<file path="config.mk">
export PLATFORM = sky130hd
export DESIGN_NAME = endian_mem_unit
export DESIGN_NICKNAME = d
export VERILOG_FILES = /design/src/rtl/endian_mem_pkg.sv /design/src/rtl/endian_csr_port.sv /design/src/rtl/byte_lane_steer.sv /design/src/rtl/access_bounds.sv /design/src/rtl/endian_mem_unit.sv
export SDC_FILE = /design/constraint.sdc
export NUM_CORES = 1
export LEC_CHECK = 0
export ABC_AREA = 1
export CAP_MARGIN = 10
export CORE_AREA = 2 2 159 161
export CTS_BUF_LIST = sky130_fd_sc_hd__clkbuf_8
export CTS_CLUSTER_SIZE = 24
export DETAILED_ROUTE_END_ITERATION = 10
export DIE_AREA = 0 0 161 163
export MAX_ROUTING_LAYER = met4
export PLACE_DENSITY_LB_ADDON = 0.08
export SLEW_MARGIN = 40
export SYNTH_ARGS = -nofsm -noshare
export SYNTH_HDL_FRONTEND = slang
export SYNTH_SLANG_ARGS = --single-unit
export TNS_END_PERCENT = 10
</file>
<file path="constraint.sdc">
create_clock -name clk -period 7.1 [get_ports clk]
set_input_delay 1.775 -clock clk [delete_from_list [all_inputs] [get_ports clk]]
set_output_delay 1.775 -clock clk [all_outputs]
set_load 0.05 [all_outputs]
</file>
<file path="src/rtl/endian_mem_pkg.sv">
package endian_mem_pkg;

    localparam int LANES = 4;
    localparam logic [11:0] CSR_ENDIAN_ADDR = 12'h310;
    localparam int ENDIAN_BIT = 5;

    typedef enum logic [1:0] {
        ACC_BYTE = 2'd0,
        ACC_HALF = 2'd1,
        ACC_WORD = 2'd2,
        ACC_WIDE = 2'd3
    } acc_size_e;

    typedef struct packed {
        logic      valid;
        logic      write;
        acc_size_e size;
        logic [31:0] addr;
        logic [31:0] wdata;
    } data_req_t;

    function automatic logic [2:0] size_bytes(acc_size_e s);
        case (s)
            ACC_BYTE: return 3'd1;
            ACC_HALF: return 3'd2;
            default:  return 3'd4;
        endcase
    endfunction

    // Maps a value byte index to a RAM lane (and back: the mapping is its own inverse).
    function automatic logic [1:0] lane_of(logic [1:0] idx, logic [2:0] n, logic big);
        logic [2:0] rev;
        rev = n - 3'd1 - {1'b0, idx};
        return big ? rev[1:0] : idx;
    endfunction

    function automatic logic csr_is_readonly(logic [11:0] a);
        case (a)
            12'hF11, 12'hF12, 12'hF13, 12'hF14, 12'hF15,
            12'h300, 12'h301,
            12'hC00, 12'hC01, 12'hC02,
            12'hC80, 12'hC81, 12'hC82: return 1'b1;
            default: return 1'b0;
        endcase
    endfunction

endpackage

</file>
<file path="src/rtl/endian_csr_port.sv">
module endian_csr_port
    import endian_mem_pkg::*;
(
    input  logic        clk,
    input  logic        rst,
    input  logic        csr_en,
    input  logic        csr_we,
    input  logic [11:0] csr_addr,
    input  logic [31:0] csr_wdata,
    output logic [31:0] csr_rdata,
    output logic        csr_ack,
    output logic        big_mode
);
    logic hit_mode;
    logic hit_ro;

    assign hit_mode = (csr_addr == CSR_ENDIAN_ADDR);
    assign hit_ro   = csr_is_readonly(csr_addr);

    always_ff @(posedge clk) begin
        if (rst) begin
            big_mode <= 1'b0;
        end else if (csr_en && csr_we && hit_mode) begin
            big_mode <= csr_wdata[ENDIAN_BIT];
        end
    end

    always_comb begin
        csr_rdata = '0;
        csr_ack   = 1'b0;
        if (csr_en) begin
            csr_ack = hit_mode || hit_ro;
            if (hit_mode) csr_rdata[ENDIAN_BIT] = big_mode;
        end
    end

    AST_MODE_FOLLOWS_WRITE: assert property (@(posedge clk) disable iff (rst)
        csr_en && csr_we && hit_mode |=> big_mode == $past(csr_wdata[ENDIAN_BIT]));

    AST_OTHER_WRITE_KEEPS_MODE: assert property (@(posedge clk) disable iff (rst)
        csr_en && csr_we && !hit_mode |=> $stable(big_mode));

endmodule

</file>
<file path="src/rtl/byte_lane_steer.sv">
module byte_lane_steer
    import endian_mem_pkg::*;
(
    input  logic        big,
    input  acc_size_e   size,
    input  logic [31:0] st_value,
    input  logic [31:0] lane_rdata,
    output logic [31:0] lane_wdata,
    output logic [LANES-1:0] lane_mask,
    output logic [31:0] ld_value
);
    logic [2:0] nbytes;
    assign nbytes = size_bytes(size);

    for (genvar k = 0; k < LANES; k++) begin : g_lane
        logic [1:0] src;
        assign src = lane_of(2'(k), nbytes, big);
        assign lane_mask[k]       = (3'(k) < nbytes);
        assign lane_wdata[8*k +: 8] = lane_mask[k] ? st_value[{src, 3'b000} +: 8] : 8'h00;
        assign ld_value[8*k +: 8]   = lane_mask[k] ? lane_rdata[{src, 3'b000} +: 8] : 8'h00;
    end

endmodule

</file>
<file path="src/rtl/access_bounds.sv">
module access_bounds #(
    parameter int RAM_BYTES = 65536
) (
    input  logic [31:0] addr,
    input  logic [2:0]  nbytes,
    output logic        oob
);
    localparam logic [32:0] LAST_BYTE = 33'(RAM_BYTES - 1);
    logic [32:0] top_byte;

    assign top_byte = {1'b0, addr} + {30'd0, nbytes} - 33'd1;
    assign oob      = (top_byte > LAST_BYTE);

endmodule

</file>
<file path="src/rtl/endian_mem_unit.sv">
module endian_mem_unit
    import endian_mem_pkg::*;
#(
    parameter int RAM_BYTES = 65536
) (
    input  logic        clk,
    input  logic        rst,
    input  logic        csr_en,
    input  logic        csr_we,
    input  logic [11:0] csr_addr,
    input  logic [31:0] csr_wdata,
    output logic [31:0] csr_rdata,
    output logic        csr_ack,
    input  logic        d_valid,
    input  logic        d_write,
    input  logic [1:0]  d_size,
    input  logic [31:0] d_addr,
    input  logic [31:0] d_wdata,
    output logic        ld_valid,
    output logic [31:0] ld_data,
    input  logic        f_valid,
    input  logic [31:0] f_addr,
    output logic        f_rvalid,
    output logic [31:0] f_rdata,
    output logic [31:0] ram_d_addr,
    output logic [3:0]  ram_d_we,
    output logic [31:0] ram_d_wdata,
    input  logic [31:0] ram_d_rdata,
    output logic [31:0] ram_f_addr,
    input  logic [31:0] ram_f_rdata,
    output logic        halted
);
    data_req_t   req;
    logic        big_mode;
    logic [2:0]  d_nbytes;
    logic        d_oob;
    logic        f_oob;
    logic [LANES-1:0] lane_mask;
    logic [31:0] steered_ld;
    logic        d_ok;
    logic        f_ok;

    assign req = '{valid: d_valid, write: d_write, size: acc_size_e'(d_size),
                   addr: d_addr, wdata: d_wdata};
    assign d_nbytes = size_bytes(req.size);

    endian_csr_port u_csr (
        .clk(clk), .rst(rst),
        .csr_en(csr_en), .csr_we(csr_we), .csr_addr(csr_addr),
        .csr_wdata(csr_wdata), .csr_rdata(csr_rdata), .csr_ack(csr_ack),
        .big_mode(big_mode)
    );

    byte_lane_steer u_steer (
        .big(big_mode), .size(req.size), .st_value(req.wdata),
        .lane_rdata(ram_d_rdata), .lane_wdata(ram_d_wdata),
        .lane_mask(lane_mask), .ld_value(steered_ld)
    );

    access_bounds #(.RAM_BYTES(RAM_BYTES)) u_dbound (
        .addr(req.addr), .nbytes(d_nbytes), .oob(d_oob)
    );

    access_bounds #(.RAM_BYTES(RAM_BYTES)) u_fbound (
        .addr(f_addr), .nbytes(3'd4), .oob(f_oob)
    );

    assign d_ok       = req.valid && !d_oob && !halted;
    assign f_ok       = f_valid && !f_oob && !halted;
    assign ram_d_addr = req.addr;
    assign ram_f_addr = f_addr;
    assign ram_d_we   = (d_ok && req.write) ? lane_mask : '0;

    always_ff @(posedge clk) begin
        if (rst) begin
            halted   <= 1'b0;
            ld_valid <= 1'b0;
            ld_data  <= '0;
            f_rvalid <= 1'b0;
            f_rdata  <= '0;
        end else begin
            if (!halted && ((req.valid && !req.write && d_oob) || (f_valid && f_oob)))
                halted <= 1'b1;
            ld_valid <= d_ok && !req.write;
            if (d_ok && !req.write) ld_data <= steered_ld;
            f_rvalid <= f_ok;
            if (f_ok) f_rdata <= ram_f_rdata;
        end
    end

    AST_STORE_LANE_COUNT: assert property (@(posedge clk) disable iff (rst)
        d_valid && d_write && !d_oob && !halted |-> $countones(ram_d_we) == int'(d_nbytes));

    AST_HALT_STICKY: assert property (@(posedge clk) disable iff (rst)
        halted |=> halted);

    AST_OOB_LOAD_DROPPED: assert property (@(posedge clk) disable iff (rst)
        d_valid && !d_write && d_oob |=> !ld_valid && halted);

    AST_HALT_NO_WRITE: assert property (@(posedge clk) disable iff (rst)
        halted |-> ram_d_we == 4'b0000);

    AST_FETCH_RETURNS: assert property (@(posedge clk) disable iff (rst)
        f_valid && !f_oob && !halted |=> f_rvalid);

endmodule

</file>
==> flow_summary.json, run 1 <==
{
  "status": "finished, final reports clean",
  "synth-adder-area-share_pct": 5.406,
  "grt_max_degree": 67,
  "die_h_um": 163,
  "netlist_instances": 1707,
  "rsz0062_at_grt": "false",
  "synth_area_leaders": "nand2_1, dfxtp_1, inv_1",
  "worstSetupPathType": "input pin to output pin",
  "synthToLayoutAreaGrowth_pct": 42.16,
  "min_period_ps": 6815,
  "grt-busiest-layer": "met2",
  "first_global_vias": 9344,
  "syn_avg_cell_area_um2": 5.233,
  "worstPathMaxFanout": 4,
  "swShare_pct": 41.89,
  "final_core_util_pct": 51.47,
  "critPathLaunchType": "input pin",
  "ys.flop_type": "dfxtp_1",
  "design.portCount": 413,
  "critical_path.endpoint_type": "output pin",
  "grt_util_met2_pct": 39.58,
  "cts_hold_buf": 0,
  "synth_cell_types": 39,
  "numCtsBuffers": 9,
  "vias": 10220,
  "clock_latency_ps": 360,
  "wire_per_inst_um": 12.96,
  "core-area_um2": 24670,
  "cts_resized": 0,
  "yosysWarnings": 0,
  "wl_um": 29840,
  "internal-power_mw": 0.8160,
  "dieArea_um2": 26240,
  "layout.nets": 2217,
  "start_util_pct": 36.21,
  "dr.pass1.iters": 5,
  "synth_top_family_by_area": "simple AND/OR/NAND/NOR gates",
  "p_sw_mw": 0.5882,
  "slew_violations": 0,
  "postCtsSetupRepairBufs": 0,
  "dp_hpwl_um": 24530,
  "hold_viol": 0,
  "place_congestion": 0.9284,
  "setup_tns_ps": 0,
  "yosys-top-cells-count": "nand2_1, inv_1, nor2_1",
  "p_leak_nw": 6.617,
  "relSlewSlack_pct": 51.33,
  "clkPwrFrac_pct": 24.5,
  "grt_use_total_pct": 22.64,
  "p_comb_share_pct": 48.3,
  "n_fill_cell": 2650,
  "overflow": 0,
  "synth_top_cell_by_area": "nand2_1",
  "drc": 0,
  "synthArstFlopShare_pct": 0,
  "yosysSeqAreaShare_pct": 15.24,
  "grt_util_met1_pct": 26.68,
  "holdWs_ps": 509.0,
  "rows": 58,
  "muxShareOfSynthArea_pct": 0.4482,
  "pwr-share-seq_pct": 27.2,
  "dr.first_iter.drc_count": 579,
  "hold_class": "register to register",
  "synthSimpleGateAreaFrac_pct": 43.28,
  "root_buffer": "clkbuf_8",
  "ys_ff_latch": 68,
  "met3_usage_pct": 4.762,
  "port_buffers": 350,
  "max_freq_mhz": 146.7,
  "clock-sinks": 68,
  "layout-drive-gt1-share_pct": 4.465,
  "netlist_area_um2": 8934,
  "finalCritPeriodShare_pct": 95.99,
  "powerDensity_nw_per_um2": 110.6,
  "setup_viol": 0,
  "worst_pin_slew_ps": 730.0,
  "synth_edf_count": 0,
  "required_ps": 5330,
  "cts_tree": "yes",
  "skew_ps": 6.570,
  "die_w_um": 161,
  "cts_buffer_depth": 2,
  "antenna_found_initial": 1,
  "htree_levels": 3,
  "synth-compound-area-share_pct": 9.734,
  "cap_violations": 0,
  "grt_pass1_wl_um": 46710,
  "cp.arrival_ps": 5040,
  "viasPerCell": 4.441,
  "ir_drop_v": 0.00006786,
  "clk_pin_slew_worst_paths_ps": 80,
  "synth_xor_area_share_pct": 1.765,
  "synth_top_area_share_pct": 21.76,
  "synth.most_common_cell": "nand2_1",
  "ant_nets": 0
}
==> cells in the final DEF (no fill, tap or decap), types with 14 or more instances in the layout <==
cell type        Yosys  routed
nand4_1             34      34
nor3_1              14      14
conb_1               1      31
nand3_1             60      59
clkdlybuf4s50_1      0     314
nand2_1            518     516
dfxtp_1             68      68
o21ai_0             86      85
buf_12               0      36
a21oi_1             54      54
nor2_1             298     295
inv_1              313     312
ha_1                37      37
==> routing by layer <==
| layer | wire length, µm | share of wire, % | vias to the layer above |
|---|---|---|---|
| met2 | 14320 | 48 | 291 |
| li1 | - | - | 5573 |
| met1 | 13070 | 44 | 4329 |
| met5 | 0 | 0 | - |
| met3 | 1890 | 6.3 | 30 |
| met4 | 555 | 1.9 | 0 |
==> worst paths after layout <==
path,start,endpoint,slack [ps],cells past startpoint
max,d_size[1],ram_d_we[2],280,23
min,f_rdata[19],f_rdata[19],510,4
max reg2reg,u_csr.big_mode,ld_data[31],4850,7
min reg2reg,f_rdata[19],f_rdata[19],510,4
==> area by class of cell <==
cell class                 instances  area [µm²]  area share (%)
inverter                         316        1186           9.340
sequential                        68        1361           10.72
timing repair buffer             363        3961           31.19
tap                              330       412.9           3.251
multi-input combinational       1208        5568           43.84
clock inverter                     7       83.83          0.6601
antenna                            1       2.502         0.01970
clock buffer                       9       123.9          0.9754
==> kinds of logic after synthesis <==
| logic type | count (synthesis) |
|---|---|
| AND/OR/NAND/NOR | 953 |
| XOR/XNOR | 18 |
| buffers and inverters | 461 |
| adder cells (fa/ha/maj) | 38 |
| other | 1 |
| AO/OA/AOI/OAI | 164 |
| multiplexers | 4 |
| flip-flops | 68 |
==> critical path, stage by stage <==
cell and delay (ps):
clkdlybuf4s50_1 430, inv_1 100, nand2_1 80, ha_1 280, inv_1 40, ha_1 210
fa_1 420, nand3_1 100, nand3_1 120, nand2_1 80, nand2_1 60, nand2_1 90
nand2_1 90, nand2_1 100, nand2_1 50, nand2_1 60, nand2_1 40, nor2_1 180
nand3_2 130, nor2_4 130, nand3_4 140, nor2_2 170, buf_12 150
==> state kept, by name, summed over array words and instances, names as in the netlist <==
register,flops
ld_valid,1
f_rvalid,1
f_rdata,32
u_csr.big_mode,1
ld_data,32
halted,1
==> per-stage QoR <==
step	setup slack [ps]	std cells	instance area, µm²	total power, mW
2_1_floorplan	363.6	1737	9046	0.8217
3_3_place_gp	118.9	2285	12460	1.068
3_5_place_dp	99.04	2285	12460	1.068
4_1_cts	75.41	2301	12670	1.421
5_1_grt	3.327	2302	12700	1.499
6_report	284.6	2302	12700	1.404
==> power by group through the flow <==
| stage | registers [mW] | clock network (mW) | logic (mW) |
|---|---|---|---|
| floorplan | 0.392 | 0 | 0.429 |
| global placement | 0.391 | 0 | 0.677 |
| detailed placement | 0.391 | 0 | 0.678 |
| CTS | 0.382 | 0.358 | 0.681 |
| global route | 0.382 | 0.377 | 0.740 |
| finish | 0.382 | 0.344 | 0.678 |
(Power assumes the default switching activity.)
==> inputs of run 2 (changes only) <==
--- a/config.mk
+++ b/config.mk
@@ -8,7 +8,7 @@
 export ABC_AREA = 1
 export CAP_MARGIN = 10
 export CORE_AREA = 2 2 159 161
-export CTS_BUF_LIST = sky130_fd_sc_hd__clkbuf_8
+export CTS_BUF_LIST = sky130_fd_sc_hd__clkbuf_4 sky130_fd_sc_hd__clkbuf_8
 export CTS_CLUSTER_SIZE = 24
 export DETAILED_ROUTE_END_ITERATION = 10
 export DIE_AREA = 0 0 161 163
==> results of run 2 <==
Same layout as run 1: the final DEF is identical, and so are final timing and power.
==> inputs of run 3 (changes only) <==
--- a/config.mk
+++ b/config.mk
@@ -7,11 +7,12 @@
 export LEC_CHECK = 0
 export ABC_AREA = 1
 export CAP_MARGIN = 10
-export CORE_AREA = 2 2 159 161
+export CELL_PAD_IN_SITES_DETAIL_PLACEMENT = 0
+export CELL_PAD_IN_SITES_GLOBAL_PLACEMENT = 1
+export CORE_UTILIZATION = 27
 export CTS_BUF_LIST = sky130_fd_sc_hd__clkbuf_4 sky130_fd_sc_hd__clkbuf_8
 export CTS_CLUSTER_SIZE = 24
 export DETAILED_ROUTE_END_ITERATION = 10
-export DIE_AREA = 0 0 161 163
 export MAX_ROUTING_LAYER = met4
 export PLACE_DENSITY_LB_ADDON = 0.08
 export SLEW_MARGIN = 40
==> run 3 against run 2 <==
  * Maximum frequency is 0.21% lower
  * Core utilization decreased by 13 points
  * Clock skew up 8.9 ps
  * Global-route usage fell by 3.1 points
  * Combinational power is 2.9% lower
  * Routed wire length rose by 8.7%
  * Critical path type unchanged
  * Largest power group unchanged
==> flow_summary.json, run 3 (synthesis gave the netlist of run 1 again) <==
{
  "first_global_vias": 9825,
  "htree_levels": 3,
  "ant_nets": 0,
  "drc": 0,
  "setup_tns_ps": 0,
  "power_mw": 1.339,
  "overflow": 0,
  "layout_commonest_cell": "nand2_1",
  "skew_ps": 15.47,
  "die_h_um": 183.9,
  "clock_latency_ps": 360,
  "viasPerCell": 4.300,
  "n_fill_cell": 3764,
  "port_buffers": 350,
  "place_congestion": 0.8858,
  "critPathLaunchType": "input pin",
  "wl_um": 32450,
  "hold_end": "ld_data[3]",
  "min_period_ps": 6830,
  "die_w_um": 183.9,
  "layout.nets": 2222,
  "relSlewSlack_pct": 48.19,
  "slew_violations": 0,
  "powerDensity_nw_per_um2": 107.1,
  "design.portCount": 413,
  "reg_top3": "f_rdata: 32 flops, ld_data: 32 flops",
  "max_freq_mhz": 146.4,
  "cts_buffer_depth": 2,
  "grt_pass1_wl_um": 50460,
  "cp.arrival_ps": 5050,
  "vias": 10400,
  "r2r_start": "u_csr.big_mode",
  "wire_per_inst_um": 13.41,
  "worstSetupPathType": "input pin to output pin",
  "dr.pass1.iters": 5,
  "grt_use_total_pct": 19.51,
  "setup_viol": 0,
  "dieArea_um2": 33820,
  "status": "finished, final reports clean",
  "reg2regPathDepth": 7,
  "antenna_found_initial": 1,
  "layout_common_cells": "nand2_1, clkdlybuf4s50_1, inv_1",
  "cap_violations": 0,
  "finalCritPeriodShare_pct": 96.19,
  "root_buffer": "clkbuf_8",
  "core-area_um2": 32540,
  "hold_class": "register to register",
  "p_leak_nw": 6.517,
  "clk_pin_slew_worst_paths_ps": 80,
  "numCtsBuffers": 9,
  "reg2reg_slack_ps": 4700,
  "ir_drop_v": 0.00007089,
  "whs_path_depth": 4,
  "critical_path.endpoint_type": "output pin",
  "hp-start": "ld_data[3]",
  "synthToLayoutAreaGrowth_pct": 39.97,
  "layout-drive-gt1-share_pct": 4.605,
  "dr.first_iter.drc_count": 468,
  "cts_tree": "yes",
  "required_ps": 5330,
  "start_util_pct": 27.46,
  "hold_viol": 0,
  "r2r_end": "ld_data[31]",
  "worst_pin_slew_ps": 777.1,
  "rows": 66,
  "grt_max_degree": 71,
  "worstPathMaxFanout": 4,
  "dp_hpwl_um": 26530,
  "clock-sinks": 68
}
-- run 3: cell count changes in the layout (fill, tap and decap cells not counted), sizes merged --
| cell | delta |
|---|---|
| bufinv | -1 |
| inv | -2 |
| clkdlybuf4s50 | +2 |
| buf | +2 |
| clkinv | +2 |
| clkinvlp | +1 |
| dlymetal6s2s | +1 |
-- run 3: layout make-up --
cell class                 instances  area (µm²)  area share, %
inverter                         316        1186          9.486
timing repair buffer             368        3659          29.26
sequential                        68        1361          10.89
clock buffer                       9       123.9         0.9906
tap                              442       553.0          4.423
multi-input combinational       1208        5568          44.53
clock inverter                     7       51.30         0.4102
antenna                            1       2.502        0.02001
-- run 3: how the worst max path moves through the flow --
stage,start,endpoint,slack (ps),cells past startpoint
floorplan,d_size[0],ram_d_we[1],360,21
global placement,d_size[1],ram_d_we[3],30,22
detailed placement,d_size[1],ram_d_we[2],-20,23
CTS,d_size[1],ram_d_we[2],30,23
global route,d_addr[1],ram_d_we[2],-9,22
finish,d_size[0],ram_d_we[2],270,22
-- run 3: critical path, stage by stage --
cell	delay, ps
clkdlybuf4s50_1	480
nand2_1	80
ha_1	270
inv_1	40
ha_1	220
fa_2	370
nand3_1	100
nand3_1	120
nand2_1	120
a21oi_1	70
o21ai_1	200
buf_4	150
nand2_1	40
nand2_1	50
nand2_1	50
nor2_2	120
nand3_2	120
nor2_4	160
nand3_4	110
nor2_1	120
buf_4	160
buf_12	140
-- run 3: stage by stage --
step | hold WS (ps) | instances | setup WS (ps) | util (%) | cell area [µm²]
3_5_place_dp | 497.4 | 2401 | -21.70 | 37.78 | 12290
6_report | 510.6 | 2419 | 270.2 | 38.43 | 12500
2_1_floorplan | 471.4 | 1737 | 363.6 | - | 9046
3_3_place_gp | 495.4 | 2401 | 32.11 | 37.78 | 12290
4_1_cts | 512.4 | 2417 | 33.92 | 38.32 | 12470
5_1_grt | 537.6 | 2419 | -9.064 | 38.43 | 12500
-- run 3: metal layers --
layer	wire length (µm)	GRT usage [%]	share of wire, %
met5	0	-	0
met4	578	4.367	1.8
met3	2109	4.299	6.5
met2	15280	33.29	47
met1	14480	23.27	45
-- run 3: what timing repair did --
item | CTS | global route
gates resized for setup | 1 | 7
setup endpoints to repair | 4 | 4
hold endpoints to repair | 0 | 0
hold buffers | 0 | 0
pin swaps | 0 | 3
setup buffers | 0 | 1
-- run 3: power by group --
part	internal (mW)	switching, mW	total (mW)	leakage (nW)
logic	0.242	0.416	0.658	5.88
registers	0.381	0.000400	0.382	0.548
clock network	0.128	0.172	0.299	0.0856
total	0.751	0.588	1.34	6.52
